**src/rtl/clkmul_pkg.sv**
```systemverilog
package clkmul_pkg;

   localparam int unsigned FAST_BIT   = 7;
   localparam int unsigned MUL_LSB    = 4;
   localparam int unsigned EF_BIT     = 3;
   localparam int unsigned NOSYNC_BIT = 2;
   localparam int unsigned ERR_BIT    = 0;
   localparam int unsigned MUL_W      = 2;
   localparam int unsigned MIN_W      = FAST_BIT + 1;

   typedef enum logic [MUL_W-1:0] {
      MUL_X1   = 2'b00,
      MUL_X2   = 2'b01,
      MUL_RSVD = 2'b10,
      MUL_X4   = 2'b11
   } mul_code_e;

   typedef struct packed {
      logic fast_rd;
      logic ef;
      logic nosync;
   } setup_fields_t;

   function automatic logic code_usable(mul_code_e c);
      return c != MUL_RSVD;
   endfunction

endpackage

```
**src/rtl/clkmul_field_regs.sv**
```systemverilog
module clkmul_field_regs
   import clkmul_pkg::*;
#(
   parameter int unsigned DATA_W = 8
) (
   input  logic              clk,
   input  logic              rst_n,
   input  logic              wr,
   input  logic [DATA_W-1:0] wdata,
   output setup_fields_t     fields
);

   if (DATA_W < MIN_W) begin : g_width_check
      $error("clkmul_field_regs: DATA_W too narrow for field layout");
   end

   setup_fields_t next_fields;

   always_comb begin
      next_fields         = fields;
      if (wr) begin
         next_fields.fast_rd = wdata[FAST_BIT];
         next_fields.ef      = wdata[EF_BIT];
         next_fields.nosync  = wdata[NOSYNC_BIT];
      end
   end

   always_ff @(posedge clk or negedge rst_n) begin
      if (!rst_n) begin
         fields <= '0;
      end else begin
         fields <= next_fields;
      end
   end

endmodule

```
**src/rtl/clkmul_rate_seq.sv**
```systemverilog
module clkmul_rate_seq
   import clkmul_pkg::*;
#(
   parameter int unsigned     DATA_W      = 8,
   parameter logic [DATA_W-1:0] RESTART_CMD = 8'h18,
   parameter bit              ONCE_LOCK   = 1'b1
) (
   input  logic              clk,
   input  logic              rst_n,
   input  logic              sel_wr,
   input  mul_code_e         sel_new,
   input  logic              cmd_wr,
   input  logic [DATA_W-1:0] cmd_data,
   input  logic              pll_lock,
   output mul_code_e         mul_cur,
   output logic              pll_en,
   output logic              core_run
);

   logic allow;
   logic halted;
   logic take_new;
   logic restart_hit;

   assign take_new    = sel_wr && code_usable(sel_new) && (sel_new != mul_cur) && allow;
   assign restart_hit = cmd_wr && (cmd_data == RESTART_CMD) && halted;

   if (ONCE_LOCK) begin : g_once
      logic allow_q;
      always_ff @(posedge clk or negedge rst_n) begin
         if (!rst_n) begin
            allow_q <= 1'b1;
         end else if (take_new) begin
            allow_q <= 1'b0;
         end
      end
      assign allow = allow_q;
   end else begin : g_free
      assign allow = 1'b1;
   end

   always_ff @(posedge clk or negedge rst_n) begin
      if (!rst_n) begin
         mul_cur <= MUL_X1;
         pll_en  <= 1'b0;
         halted  <= 1'b0;
      end else if (take_new) begin
         mul_cur <= sel_new;
         pll_en  <= 1'b1;
         halted  <= 1'b1;
      end else if (restart_hit) begin
         halted  <= 1'b0;
      end
   end

   assign core_run = !halted && (!pll_en || pll_lock);

endmodule

```
**src/rtl/clkmul_cfg_guard.sv**
```systemverilog
module clkmul_cfg_guard
   import clkmul_pkg::*;
(
   input  logic      clk,
   input  logic      rst_n,
   input  mul_code_e mul_cur,
   input  logic      ef,
   output logic      err
);

   logic mismatch;

   assign mismatch = (mul_cur == MUL_X4) && !ef;

   always_ff @(posedge clk or negedge rst_n) begin
      if (!rst_n) begin
         err <= 1'b0;
      end else if (mismatch) begin
         err <= 1'b1;
      end
   end

endmodule

```
**src/rtl/clkmul_setup_ctrl.sv**
```systemverilog
module clkmul_setup_ctrl
   import clkmul_pkg::*;
#(
   parameter int unsigned       DATA_W      = 8,
   parameter logic [DATA_W-1:0] RESTART_CMD = 8'h18,
   parameter bit                ONCE_LOCK   = 1'b1
) (
   input  logic              clk,
   input  logic              rst_n,
   input  logic              cfg_wr,
   input  logic [DATA_W-1:0] cfg_wdata,
   output logic [DATA_W-1:0] cfg_rdata,
   input  logic              cmd_wr,
   input  logic [DATA_W-1:0] cmd_wdata,
   input  logic              pll_lock,
   input  logic              bus_timing_pin,
   input  logic              line_idle,
   input  logic              init_req,
   output logic [1:0]        mul_sel,
   output logic              pll_enable,
   output logic              core_run,
   output logic              fast_read_en,
   output logic              init_accept,
   output logic              cfg_err
);

   if (DATA_W < MIN_W) begin : g_width_check
      $error("clkmul_setup_ctrl: DATA_W must hold the setup fields");
   end
   if (RESTART_CMD == '0) begin : g_cmd_check
      $error("clkmul_setup_ctrl: restart code must be non-zero");
   end

   setup_fields_t fields;
   mul_code_e     mul_cur;
   mul_code_e     sel_new;

   assign sel_new = mul_code_e'(cfg_wdata[MUL_LSB +: MUL_W]);

   clkmul_field_regs #(.DATA_W(DATA_W)) u_fields (
      .clk    (clk),
      .rst_n  (rst_n),
      .wr     (cfg_wr),
      .wdata  (cfg_wdata),
      .fields (fields)
   );

   clkmul_rate_seq #(
      .DATA_W      (DATA_W),
      .RESTART_CMD (RESTART_CMD),
      .ONCE_LOCK   (ONCE_LOCK)
   ) u_seq (
      .clk      (clk),
      .rst_n    (rst_n),
      .sel_wr   (cfg_wr),
      .sel_new  (sel_new),
      .cmd_wr   (cmd_wr),
      .cmd_data (cmd_wdata),
      .pll_lock (pll_lock),
      .mul_cur  (mul_cur),
      .pll_en   (pll_enable),
      .core_run (core_run)
   );

   clkmul_cfg_guard u_guard (
      .clk     (clk),
      .rst_n   (rst_n),
      .mul_cur (mul_cur),
      .ef      (fields.ef),
      .err     (cfg_err)
   );

   always_comb begin
      cfg_rdata                      = '0;
      cfg_rdata[FAST_BIT]            = fields.fast_rd;
      cfg_rdata[MUL_LSB +: MUL_W]    = mul_cur;
      cfg_rdata[EF_BIT]              = fields.ef;
      cfg_rdata[NOSYNC_BIT]          = fields.nosync;
      cfg_rdata[ERR_BIT]             = cfg_err;
   end

   assign mul_sel      = mul_cur;
   assign fast_read_en = bus_timing_pin && fields.fast_rd;
   assign init_accept  = init_req && (line_idle || fields.nosync);

endmodule

```
**config.mk**
```make
export PLATFORM = sky130hd
export DESIGN_NAME = clkmul_setup_ctrl
export DESIGN_NICKNAME = d
export VERILOG_FILES = /design/src/rtl/clkmul_pkg.sv /design/src/rtl/clkmul_field_regs.sv /design/src/rtl/clkmul_rate_seq.sv /design/src/rtl/clkmul_cfg_guard.sv /design/src/rtl/clkmul_setup_ctrl.sv
export SDC_FILE = /design/constraint.sdc
export NUM_CORES = 1
export LEC_CHECK = 0
export CORE_MARGIN = 5
export CORE_UTILIZATION = 29
export DETAILED_ROUTE_END_ITERATION = 7
export PLACE_DENSITY = 0.75
export SLEW_MARGIN = 15
export SYNTH_ARGS = -nofsm -noshare
export SYNTH_HDL_FRONTEND = slang
export SYNTH_HIERARCHICAL = 1
export SYNTH_SLANG_ARGS = --single-unit
export TNS_END_PERCENT = 30
```
**constraint.sdc**
```tcl
create_clock -name clk -period 1.1 [get_ports clk]
set_clock_uncertainty 0.1 [all_clocks]
set_input_delay 0.33 -clock clk [delete_from_list [all_inputs] [get_ports clk]]
set_output_delay 0.33 -clock clk [all_outputs]
set_load 0.02 [all_outputs]
```
==> flow_metrics.py <==
metrics = {
    "outcome": {
        "status": "finished with violations",
        "violations": "negative setup slack",
    },
    "yosys": {
        "synth-edff-count": 0,
        "ys_ff_latch": 9,
        "netlist_top_cells_count": "dfrtp_1, buf_4, inv_1, mux2_2",
        "ys_top_cells_by_area": "dfrtp_1, buf_4, mux2_2",
        "synth_top_flop_cell": "dfrtp_1",
        "yosysTopAreaCellShare_pct": 45.2,
        "synth_cell_types": 23,
        "yosysMostFrequentCell": "dfrtp_1",
        "ys_seq_area_share_pct": 51.1,
        "syn_area_um2": 443,
        "synth_warnings": 6,
        "synth_area_per_cell_um2": 10.5,
        "yosysTopAreaCell": "dfrtp_1",
        "syn_inst": 42,
        "ys_async_sr_fraction_pct": 100,
    },
    "detailed_routing": {
        "detail_route.wl_per_cell_um": 12.8,
        "via_per_inst": 4.59,
        "vias": 459,
        "drtIter0Drc": 3,
        "drt-total-wl_mm": 1.28,
        "dr.pass1.iters": 2,
        "drc": 0,
        "ant_nets": 0,
    },
    "timing": {
        "slew_viol_final": 0,
        "fin_crit_ns": 1.42,
        "rsz0062_at_grt": "true",
        "fin_crit_sh_pct": 129,
        "setup_viol_count_final": 16,
        "fmax_ghz": 0.704,
        "hold_viol_final": 0,
        "final.setup.worst_slack_ns": -0.320,
        "whs_ns": 0.172,
    },
    "job": {
        "max_cap_viol_count": 0,
    },
    "critical_path": {
        "criticalPathCategory": "reg -> out",
        "crit_family": "flip-flops",
        "worstPathArrival_ns": 0.99,
        "path_buf_inv": 1,
        "r2r_slack_ns": -0.10,
        "slowest_delay_ns": 0.41,
        "crit_chain": "o21a_4, buf_6",
        "critPathMaxFanout": 2,
        "crit_slowest_cell": "dfrtp_2",
        "critical_path.endpoint_type": "output port",
        "worstPathRequired_ns": 0.67,
        "critPathLaunchType": "flop",
    },
    "global_route": {
        "gr-usage-all-layers_pct": 11.1,
        "overflow": 0,
        "antenna_found_initial": 0,
        "grt_pass1_wl_mm": 2.03,
        "grt_max_degree": 6,
        "grt_pass1_vias": 475,
    },
    "final_layout": {
        "area_growth_pct": 92.7,
        "final_core_util_pct": 58.0,
        "layout.cells.non_filler": 100,
        "nNetsFinal": 109,
        "num_antenna_cells": 0,
        "drive_above_1_share_pct": 47.6,
        "fill_cells": 142,
        "stdcell_area_um2": 853,
    },
    "pwr": {
        "p_per_area_nw_per_um2": 940,
        "max-vdd-ir-drop_mv": 0.783,
        "power_uw": 802,
        "cellLeakagePower_uw": 0.000429,
    },
    "clock_tree": {
        "numCtsBuffers": 3,
        "cts.htree.levels": 1,
        "clock-sinks": 9,
        "cts-root-buf": "clkbuf_4",
        "clk_latency_ns": 0.26,
        "path_clk_slew_ns": 0.06,
        "cts_tree": "built",
        "clock_path_buffers": 2,
        "cts_hold_buf": 0,
    },
    "die": {
        "ios": 39,
        "die-width_um": 49.1,
        "dieArea_um2": 2410,
        "start_util_pct": 30.1,
        "rows": 14,
        "die_h_um": 49.1,
        "core_area_um2": 1470,
    },
    "place": {
        "portBuffers": 33,
        "placedCellCount": 96,
        "placed_area_um2": 851,
        "hpwl_mm": 1.02,
        "place.gp.congestion": 0.667,
    },
    "worst_hold_path": {
        "hold_class": "in -> async",
    },
}
==> sequential cells by signal, summed over array words and instances, names as in the netlist <==
name and flops:
u_seq/halted 1, u_seq/pll_en 1, u_fields/fields 3, u_seq/allow 1, u_seq/mul_cur 2, u_guard/err 1
==> cell type report <==
class / count / area [um2] / share of cell area [%]
clock buffers: 4 / 26.3 / 3.08
inverters: 3 / 11.3 / 1.32
multi-input cells: 26 / 203 / 23.8
flip-flops and latches: 9 / 231 / 27.1
well taps: 16 / 20.0 / 2.35
repair buffers: 42 / 362 / 42.4
==> timing repair <==
| item | CTS | global route |
|---|---|---|
| pin swaps | 5 | 5 |
| resized for setup | 69 | 6 |
| buffers inserted | 0 | 0 |
| endpoints found under the setup margin | 21 | 17 |
==> final timing paths <==
kind	from	cells after the start	to
worst min-delay path	rst_n	1	u_seq/pll_en
min in group clk	cfg_wdata[4]	4	u_seq/mul_cur[0]
worst max register to register	u_seq/mul_cur[0]	5	u_seq/pll_en
worst min register to register	u_seq/allow	1	u_seq/allow
worst max-delay path	u_fields/fields[0]	2	init_accept
max in group asynchronous	rst_n	2	u_fields/fields[0]
==> layer usage <==
layer | global-route usage, % | wire, um | vias to the layer above
met3 | 8.26 | 198 | 0
met1 | 10.9 | 425 | 211
met2 | 18.2 | 652 | 28
met4 | 2.69 | 0 | 0
met5 | 0 | 0 | -
li1 | - | - | 220
==> stage by stage <==
stage	setup TNS, ns	setup slack [ns]
3_3_place_gp	-8.70	-0.900
3_5_place_dp	-8.84	-0.927
2_1_floorplan	-0.0606	-0.0254
4_1_cts	-3.03	-0.323
5_1_grt	-3.49	-0.362
6_report	-2.71	-0.320
==> report_power, final <==
group / internal [uW] / total [uW] / switching, uW
logic: 117 / 189 / 71.6
registers: 343 / 349 / 6.69
clock network: 140 / 264 / 123
total: 600 / 802 / 202
==> cell usage in the layout, fill, tap and decap left out, types with 2 or more instances in the layout <==
master / synthesis / layout
a21o_1: 2 / 2
buf_2: 0 / 8
buf_4: 5 / 9
buf_6: 0 / 5
clkbuf_4: 0 / 3
clkdlybuf4s50_1: 0 / 12
conb_1: 1 / 2
dfrtp_1: 8 / 4
dfrtp_2: 0 / 4
dlygate4sd2_1: 0 / 6
dlymetal6s2s_1: 0 / 2
inv_1: 3 / 2
mux2_2: 3 / 3
nand2_1: 2 / 2
nor2b_1: 2 / 2
==> cell families (layout without fill, tap and decap cells) <==
kind of cell / Yosys count / after routing / share of synthesized area (%)
mux: 3 / 3 / 7.63
compound gates: 9 / 9 / 13.3
flops: 9 / 9 / 51.1
buf+inv: 8 / 49 / 11.0
other cells: 1 / 2 / 0.847
simple gates: 12 / 12 / 16.1
Power figures use the tool's default switching activity.
